## src/rtl/shadow_pkg.sv

```systemverilog
`timescale 1ns/1ps
package shadow_pkg;

    // Address classes of the register window
    typedef enum logic [1:0] {
        ADR_WORD = 2'd0,
        ADR_CTRL = 2'd1,
        ADR_NONE = 2'd2
    } adr_kind_e;

    // Update-mode register state
    typedef struct packed {
        logic auto_mode;
        logic req;
    } upd_ctrl_t;

    function automatic adr_kind_e decode_addr(input int unsigned addr,
                                              input int unsigned num_words);
        if (addr < num_words)
            return ADR_WORD;
        else if (addr == num_words)
            return ADR_CTRL;
        return ADR_NONE;
    endfunction

endpackage

```

## src/rtl/shadow_bank.sv

```systemverilog
`timescale 1ns/1ps
module shadow_bank #(
    parameter int NUM_WORDS = 4,
    parameter int DATA_W    = 32,
    parameter int IDX_W     = 2
) (
    input  logic                        clk,
    input  logic                        rst,
    input  logic                        wr_en,
    input  logic [IDX_W-1:0]            wr_idx,
    input  logic [DATA_W-1:0]           wr_data,
    input  logic                        copy_en,
    input  logic [IDX_W-1:0]            rd_idx,
    output logic [DATA_W-1:0]           rd_data,
    output logic [NUM_WORDS*DATA_W-1:0] active_flat
);

    logic [DATA_W-1:0] staging [NUM_WORDS];
    logic [DATA_W-1:0] active  [NUM_WORDS];

    for (genvar g = 0; g < NUM_WORDS; g++) begin : g_word
        always_ff @(posedge clk) begin
            if (rst) begin
                staging[g] <= '0;
                active[g]  <= '0;
            end else begin
                // copy samples the staging value held before this edge
                if (copy_en)
                    active[g] <= staging[g];
                if (wr_en && (32'(wr_idx) == g))
                    staging[g] <= wr_data;
            end
        end
        assign active_flat[g*DATA_W +: DATA_W] = active[g];
    end

    always_comb begin
        rd_data = '0;
        for (int i = 0; i < NUM_WORDS; i++)
            if (32'(rd_idx) == i)
                rd_data = staging[i];
    end

    // the active words only change across a copy edge
    p_hold_r2: assert property (@(posedge clk) disable iff (rst)
        !copy_en |=> $stable(active_flat))
        else $error("p_hold_r2: active words changed without a copy");

endmodule

```

## src/rtl/shadow_seq.sv

```systemverilog
`timescale 1ns/1ps
module shadow_seq
    import shadow_pkg::*;
#(
    parameter int DATA_W = 32
) (
    input  logic              clk,
    input  logic              rst,
    input  logic              frame_start,
    input  logic              ctrl_wr,
    input  logic [DATA_W-1:0] ctrl_wdata,
    output logic              copy_en,
    output upd_ctrl_t         ctrl_q
);

    localparam int AUTO_BIT = DATA_W - 1;
    localparam int REQ_BIT  = DATA_W - 2;

    logic clr_pend;
    logic set_req;

    assign set_req = ctrl_wr & ctrl_wdata[REQ_BIT];
    assign copy_en = frame_start & (ctrl_q.auto_mode | (ctrl_q.req & ~clr_pend));

    always_ff @(posedge clk) begin
        if (rst) begin
            ctrl_q   <= '0;
            clr_pend <= 1'b0;
        end else begin
            if (ctrl_wr)
                ctrl_q.auto_mode <= ctrl_wdata[AUTO_BIT];
            if (set_req)
                ctrl_q.req <= 1'b1;
            else if (clr_pend)
                ctrl_q.req <= 1'b0;
            // a request armed on the copy edge survives for the next frame
            clr_pend <= copy_en & ctrl_q.req & ~clr_pend & ~set_req;
        end
    end

    // automatic mode copies on every frame pulse
    p_auto_copy_r5: assert property (@(posedge clk) disable iff (rst)
        (frame_start && ctrl_q.auto_mode) |-> copy_en)
        else $error("p_auto_copy_r5: frame pulse in auto mode made no copy");

    // the request still reads 1 in the cycle after its copy
    p_req_hold_r4: assert property (@(posedge clk) disable iff (rst)
        (copy_en && ctrl_q.req && !clr_pend) |=> ctrl_q.req)
        else $error("p_req_hold_r4: request cleared on the copy edge");

    // a request only falls one clock after a copy
    p_req_clear_r4: assert property (@(posedge clk) disable iff (rst)
        $fell(ctrl_q.req) |-> $past(copy_en, 2))
        else $error("p_req_clear_r4: request cleared without a copy");

endmodule

```

## src/rtl/shadow_update_ctrl.sv

```systemverilog
`timescale 1ns/1ps
module shadow_update_ctrl
    import shadow_pkg::*;
#(
    parameter int NUM_WORDS = 4,
    parameter int DATA_W    = 32,
    parameter int ADDR_W    = 4
) (
    input  logic                        clk,
    input  logic                        rst,
    input  logic                        frame_start,
    input  logic                        bus_wr,
    input  logic [ADDR_W-1:0]           bus_addr,
    input  logic [DATA_W-1:0]           bus_wdata,
    output logic [DATA_W-1:0]           bus_rdata,
    output logic [NUM_WORDS*DATA_W-1:0] active_words,
    output logic                        active_load
);

    localparam int IDX_W = (NUM_WORDS > 1) ? $clog2(NUM_WORDS) : 1;

    adr_kind_e         kind;
    logic              copy_en;
    upd_ctrl_t         ctrl_q;
    logic [IDX_W-1:0]  idx;
    logic [DATA_W-1:0] word_rd;

    assign kind = decode_addr(32'(bus_addr), NUM_WORDS);
    assign idx  = bus_addr[IDX_W-1:0];

    shadow_bank #(
        .NUM_WORDS (NUM_WORDS),
        .DATA_W    (DATA_W),
        .IDX_W     (IDX_W)
    ) u_bank (
        .clk         (clk),
        .rst         (rst),
        .wr_en       (bus_wr && (kind == ADR_WORD)),
        .wr_idx      (idx),
        .wr_data     (bus_wdata),
        .copy_en     (copy_en),
        .rd_idx      (idx),
        .rd_data     (word_rd),
        .active_flat (active_words)
    );

    shadow_seq #(
        .DATA_W (DATA_W)
    ) u_seq (
        .clk         (clk),
        .rst         (rst),
        .frame_start (frame_start),
        .ctrl_wr     (bus_wr && (kind == ADR_CTRL)),
        .ctrl_wdata  (bus_wdata),
        .copy_en     (copy_en),
        .ctrl_q      (ctrl_q)
    );

    always_comb begin
        unique case (kind)
            ADR_WORD: bus_rdata = word_rd;
            ADR_CTRL: bus_rdata = {ctrl_q.auto_mode, ctrl_q.req, {(DATA_W-2){1'b0}}};
            default:  bus_rdata = '0;
        endcase
    end

    always_ff @(posedge clk) begin
        if (rst)
            active_load <= 1'b0;
        else
            active_load <= copy_en;
    end

    // a load is only ever reported after a frame pulse
    p_frame_only_r6: assert property (@(posedge clk) disable iff (rst)
        active_load |-> $past(frame_start))
        else $error("p_frame_only_r6: load outside a frame boundary");

endmodule

```

## config.mk

```make
export PLATFORM = sky130hd
export DESIGN_NAME = shadow_update_ctrl
export DESIGN_NICKNAME = d
export VERILOG_FILES = /design/src/rtl/shadow_pkg.sv /design/src/rtl/shadow_bank.sv /design/src/rtl/shadow_seq.sv /design/src/rtl/shadow_update_ctrl.sv
export SDC_FILE = /design/constraint.sdc
export NUM_CORES = 1
export LEC_CHECK = 0
export ABC_AREA = 1
export CORE_MARGIN = 4
export CORE_UTILIZATION = 45
export CTS_CLUSTER_DIAMETER = 50
export DETAILED_ROUTE_END_ITERATION = 16
export PLACE_DENSITY = 0.71
export SLEW_MARGIN = 0
export SYNTH_ARGS = -nofsm -noshare
export SYNTH_HDL_FRONTEND = slang
export SYNTH_SLANG_ARGS = --single-unit
```

## constraint.sdc

```tcl
create_clock -name clk -period 4.9 [get_ports clk]
set_clock_uncertainty 0.15 [all_clocks]
set_input_delay 0.735 -clock clk [delete_from_list [all_inputs] [get_ports clk]]
set_output_delay 0.735 -clock clk [all_outputs]
set_load 0.02 [all_outputs]
```

==> results of run 1 <==
-- through the flow --
stage	power [mW]	instance area [µm²]	setup slack (ns)	instances
after floorplan	2.885	10850	0.4568	962
after global placement	3.110	13010	0.8771	1445
after detailed placement	3.117	13010	0.7800	1445
after CTS	5.310	13980	0.7885	1496
after global routing	5.445	13980	0.6585	1498
final	5.281	13980	0.8057	1498
-- kinds of logic after synthesis --
family	after synthesis	share of synthesized area, %
simple gates	392	14.96
flops	260	71.60
buf+inv	230	9.377
compound gates	80	4.060
-- cell type report --
type | instances | area [µm²] | share of cell area (%)
sequential | 260 | 7767 | 55.55
inverter | 187 | 703.2 | 5.029
tap | 319 | 399.1 | 2.854
clock inverter | 16 | 222.7 | 1.593
multi-input combinational | 472 | 2093 | 14.97
antenna | 2 | 5.005 | 0.03579
clock buffer | 35 | 748.2 | 5.351
timing repair buffer | 207 | 2044 | 14.62
-- synthesized netlist by cell type (all sizes together) --
library cell,count,share of area (%)
a21oi,33,1.5
buf,35,2.6
clkbuf,8,0.29
clkinv,1,0.046
dfxtp,4,0.74
edfxtp,256,71
inv,186,6.4
nand2,103,3.6
nand3,24,1.6
nor2,265,9.8
o211ai,16,1.1
o21ai,31,1.4
-- worst min-delay path by stage --
| stage | to | start | slack [ns] |
|---|---|---|---|
| floorplan | u_seq.ctrl_q[0]$_SDFFE_PP0P_ | u_seq.ctrl_q[0]$_SDFFE_PP0P_ | 0.33 |
| global placement | u_seq.ctrl_q[0]$_SDFFE_PP0P_ | u_seq.ctrl_q[0]$_SDFFE_PP0P_ | 0.36 |
| detailed placement | u_seq.ctrl_q[0]$_SDFFE_PP0P_ | u_seq.ctrl_q[0]$_SDFFE_PP0P_ | 0.38 |
| CTS | u_seq.ctrl_q[0]$_SDFFE_PP0P_ | u_seq.ctrl_q[0]$_SDFFE_PP0P_ | 0.39 |
| global route | u_bank.active[0][63]$_SDFFCE_PN0P_ | u_bank.staging[1][31]$_SDFFCE_PN0P_ | 0.42 |
| finish | u_seq.ctrl_q[0]$_SDFFE_PP0P_ | u_seq.ctrl_q[0]$_SDFFE_PP0P_ | 0.39 |
-- sequential cells by signal (all words and copies together) (netlist names) --
name,count
u_seq.clr_pend,1
u_bank.active,128
active_load,1
u_seq.ctrl_q,2
u_bank.staging,128
-- power by group through the flow --
stage / Clock [mW] / Combinational, mW / Sequential, mW
after detailed placement: 0 / 0.474 / 2.64
after CTS: 2.24 / 0.476 / 2.60
after floorplan: 0 / 0.182 / 2.70
final: 2.21 / 0.471 / 2.60
after global routing: 2.33 / 0.507 / 2.61
after global placement: 0 / 0.469 / 2.64
-- cells in the final DEF (no fill, tap or decap) --
master / Yosys / final
edfxtp_1: 256 / 256
nor2_1: 250 / 250
clkdlybuf4s50_1: 0 / 198
inv_1: 184 / 184
nand2_1: 101 / 96
a21oi_1: 33 / 33
o21ai_0: 29 / 29
clkbuf_16: 0 / 29
nand3_1: 20 / 19
o211ai_1: 16 / 16
nor2_2: 11 / 11
buf_4: 3 / 7
nand2_2: 2 / 6
clkinv_2: 1 / 6
clkbuf_1: 7 / 6
nand3_4: 4 / 5
bufinv_16: 0 / 5
dfxtp_1: 4 / 4
nor2_4: 3 / 3
diode_2: 0 / 2
inv_2: 2 / 2
o21ai_1: 2 / 2
inv_8: 0 / 2
clkinv_1: 0 / 2
buf_2: 16 / 2
nor2_8: 1 / 1
nand2_4: 0 / 1
clkinv_4: 0 / 1
inv_6: 0 / 1
-- critical path, stage by stage --
cell and delay [ns]:
buf_2 0.60, nand2_2 0.37, clkinv_2 0.55, nand2_1 0.11, a21oi_1 0.18, clkdlybuf4s50_1 0.63
-- layer usage --
layer / global-route usage (%) / routed length (µm)
met1: 26.24 / 11120
met2: 35.85 / 14070
met3: 3.331 / 1899
met4: 7.205 / 724
met5: 0 / 0
==> impl_metrics.json, run 1 <==
{
  "outcome": "finished clean",
  "cts_sinks": 260,
  "drive_gt1_share_pct": 6.967,
  "slew_violations": 0,
  "powerDensity_nw_per_um2": 377.7,
  "leakagePower_nw": 5.823,
  "netlist_area_um2": 10850,
  "hpwlAfterDp_um": 16700,
  "yosys_warnings": 0,
  "worstPathMaxFanout": 32,
  "core_area_um2": 23610,
  "rr_worst_depth": 5,
  "viasPerCell": 4.866,
  "crit_arrival_ns": 3.21,
  "hold_slack_ns": 0.3932,
  "r2r_start": "u_seq.ctrl_q[0]$_SDFFE_PP0P_",
  "hold_buffers": 0,
  "min_path_cells": 2,
  "drtIter0Drc": 630,
  "synth_cell_type_count": 22,
  "cts-resized-gates": 0,
  "numCtsBuffers": 28,
  "final_util_pct": 59.22,
  "timing.setup.tns_ns": 0,
  "rsz0062_at_grt": "no",
  "netlist_instances": 962,
  "drtAntennaViolNets": 0,
  "maxCapViolations": 0,
  "synth_seq_cells": 260,
  "final_hold_viol_count": 0,
  "setup_viol": 0,
  "seq_power_share_pct": 49.2,
  "path_clk_slew_ns": 0.06,
  "pwr-share-clk_pct": 41.9,
  "switchingPower_mw": 1.201,
  "h-tree-depth": 1,
  "tightest_slew_ns": 1.146,
  "grt_max_degree": 73,
  "critPathKind": "in2out",
  "cts_setup_buffers": 0,
  "vias": 7290,
  "end_kind": "primary output",
  "die_w_um": 163.3,
  "area_delta_synth_final_pct": 28.90,
  "worstSetupStartpointType": "input pin",
  "drtPass1Iterations": 5,
  "clock-root-buffer": "clkbuf_16",
  "port-buffer-count": 200,
  "synth.avg_cell_area_um2": 11.28,
  "start_util_pct": 45.94,
  "syn_nets": 1002,
  "gp_congestion": 0.7620,
  "crit_start": "bus_addr[1]",
  "max_slew_margin_pct": 23.33,
  "r2r_end": "u_bank.active[1][32]$_SDFFCE_PN0P_",
  "fin_crit_ns": 4.094,
  "finalCritPeriodShare_pct": 83.56,
  "max_freq_mhz": 244.2,
  "ir_drop_uv": 241.5,
  "grt_overflow": 0,
  "antenna_found_initial": 2,
  "wirelength_um": 27820,
  "cts_tree": "yes",
  "final_net_count": 1196,
  "cp_data_required_time_ns": 4.01,
  "p_int_mw": 4.080,
  "grt_pass1_wl_um": 41720,
  "pwr-share-comb_pct": 8.9,
  "die_h_um": 163.3,
  "die_area_um2": 26650,
  "clkLatencyLatePin_ns": 0.53,
  "grt.total_usage_pct": 20.59,
  "seq_area_frac_synth_pct": 71.60,
  "io_pins": 201,
  "wire_per_inst_um": 18.57,
  "switching_share_pct": 22.74,
  "cts_max_path_buffers": 3,
  "hp-class": "reg2reg",
  "drc": 0,
  "fill_cells": 1920,
  "grt_pass1_vias": 7359,
  "num_rows": 56,
  "crit_end": "bus_rdata[18]",
  "r2r_slack_ns": 2.55
}
(Power assumes the default switching activity.)
==> inputs of run 2 (changes only) <==
--- a/config.mk
+++ b/config.mk
@@ -10,7 +10,7 @@
 export CORE_UTILIZATION = 45
 export CTS_CLUSTER_DIAMETER = 50
 export DETAILED_ROUTE_END_ITERATION = 16
-export PLACE_DENSITY = 0.71
+export PLACE_DENSITY = 0.74
 export SLEW_MARGIN = 0
 export SYNTH_ARGS = -nofsm -noshare
 export SYNTH_HDL_FRONTEND = slang
==> constraint.sdc (replaced) <==
create_clock -name clk -period 3.7 [get_ports clk]
set_clock_uncertainty 0.15 [all_clocks]
set_input_delay 0.555 -clock clk [delete_from_list [all_inputs] [get_ports clk]]
set_output_delay 0.555 -clock clk [all_outputs]
set_load 0.02 [all_outputs]
==> impl_metrics.json, run 2 (synthesis results as in run 1) <==
{
  "powerDensity_nw_per_um2": 506.4,
  "slew_violations": 0,
  "io_pins": 201,
  "layout_commonest_cell": "edfxtp_1",
  "rsz0062_at_grt": "no",
  "r2r_start": "u_seq.ctrl_q[0]$_SDFFE_PP0P_",
  "finalCritPeriodShare_pct": 89.93,
  "grt.total_usage_pct": 21.10,
  "die_w_um": 163.3,
  "wire_per_inst_um": 18.80,
  "core_area_um2": 23610,
  "switching_share_pct": 23.38,
  "numCtsBuffers": 30,
  "cts_max_path_buffers": 3,
  "grt_max_degree": 74,
  "cts_setup_buffers": 0,
  "final_hold_viol_count": 0,
  "maxCapViolations": 0,
  "num_rows": 56,
  "clkLatencyLatePin_ns": 0.54,
  "drc": 0,
  "start_util_pct": 45.94,
  "layout_common_cells": "edfxtp_1 (256), nor2_1 (250), clkdlybuf4s50_1 (198), inv_1 (184), nand2_1 (96)",
  "hold_path.startpoint": "u_seq.ctrl_q[0]$_SDFFE_PP0P_",
  "viasPerCell": 4.827,
  "setup_viol": 0,
  "antenna_found_initial": 1,
  "crit_arrival_ns": 2.62,
  "seq_power_share_pct": 47.6,
  "grt_overflow": 0,
  "hp-class": "reg2reg",
  "hpwlAfterDp_um": 17850,
  "die_h_um": 163.3,
  "timing.setup.tns_ns": 0,
  "reg_top3": "u_bank.active x128, u_bank.staging x128, u_seq.ctrl_q x2",
  "clock-root-buffer": "clkbuf_16",
  "worstPathMaxFanout": 27,
  "max_slew_margin_pct": 47.49,
  "grt_pass1_vias": 7465,
  "outcome": "finished clean",
  "port-buffer-count": 200,
  "wirelength_um": 28430,
  "fin_ws_ns": 0.3726,
  "cts-resized-gates": 0,
  "tightest_slew_ns": 0.7867,
  "pwr-share-comb_pct": 9.0,
  "drtPass1Iterations": 5,
  "pwr-share-clk_pct": 43.4,
  "ir_drop_uv": 499.8,
  "drtAntennaViolNets": 0,
  "h-tree-depth": 1,
  "path_clk_slew_ns": 0.06,
  "hold_buffers": 0,
  "grt_pass1_wl_um": 42840,
  "fin_crit_ns": 3.327,
  "vias": 7299,
  "cp_data_required_time_ns": 2.99,
  "p_int_mw": 5.532,
  "end_kind": "primary output",
  "critPathKind": "in2out",
  "max_freq_mhz": 300.5,
  "switchingPower_mw": 1.688,
  "worstSetupStartpointType": "input pin",
  "dp_slack_ns": 0.3505,
  "final_net_count": 1209,
  "drive_gt1_share_pct": 8.557,
  "gp_congestion": 0.7889,
  "area_delta_synth_final_pct": 31.43,
  "cts_tree": "yes",
  "cts_sinks": 260,
  "leakagePower_nw": 5.943,
  "drtIter0Drc": 477,
  "crit_start": "bus_addr[3]",
  "die_area_um2": 26650
}
-- run 2: cell types whose count changed in the layout (fill, tap and decap cells not counted), moves of 2 or more --
cell	delta
clkbuf_16	+2
buf_4	+4
clkbuf_1	-3
clkinvlp_4	+5
clkinv_1	-2
buf_12	+7
inv_6	+2
-- run 2: power by group through the flow --
stage | registers, mW | clock network [mW] | logic (mW)
after global placement | 3.49 | 0 | 0.645
final | 3.44 | 3.13 | 0.650
after CTS | 3.44 | 3.17 | 0.658
after floorplan | 3.57 | 0 | 0.241
after global routing | 3.45 | 3.30 | 0.699
after detailed placement | 3.50 | 0 | 0.654
-- run 2: final cells by class --
cell class / instances / area [µm²]
Inverter: 187 / 703.2
Sequential cell: 260 / 7767
Multi-Input combinational cell: 472 / 2102
Fill cell: 1890 / 9355
Clock inverter: 21 / 281.5
Tap cell: 319 / 399.1
Antenna cell: 1 / 2.502
Timing Repair Buffer: 218 / 2215
Clock buffer: 34 / 787.0
-- run 2: worst paths after layout --
kind                                                           end  slack [ns]  cells past startpoint
worst max-delay path                                 bus_rdata[31]        0.37                      7
worst max register to register  u_bank.active[1][11]$_SDFFCE_PN0P_        1.80                      5
worst min register to register        u_seq.ctrl_q[0]$_SDFFE_PP0P_        0.39                      2
worst min-delay path                  u_seq.ctrl_q[0]$_SDFFE_PP0P_        0.39                      2
-- run 2: stage by stage --
stage / total power [mW] / area, µm² / hold WS [ns] / std cells / utilization (%)
after floorplan: 3.815 / 10850 / 0.3303 / 962 / -
after global placement: 4.139 / 13190 / 0.3561 / 1456 / 55.84
after detailed placement: 4.153 / 13190 / 0.3817 / 1456 / 55.84
after CTS: 7.265 / 14250 / 0.3924 / 1511 / 60.37
after global routing: 7.446 / 14260 / 0.4183 / 1512 / 60.38
final: 7.220 / 14260 / 0.3939 / 1512 / 60.38
-- run 2: layer usage --
metal,vias to the layer above,GRT usage (%),share of wire [%]
met5,-,0,0
met4,0,6.672,3.0
met3,59,3.760,6.8
met2,279,36.08,50
met1,3466,27.60,41
li1,3495,-,-
-- run 2: critical path: stages --
cell and delay (ns):
clkdlybuf4s50_1 0.45, nor2_4 0.26, inv_2 0.35, a21oi_1 0.23
nand2_1 0.07, nand2_1 0.06, clkdlybuf4s50_1 0.62
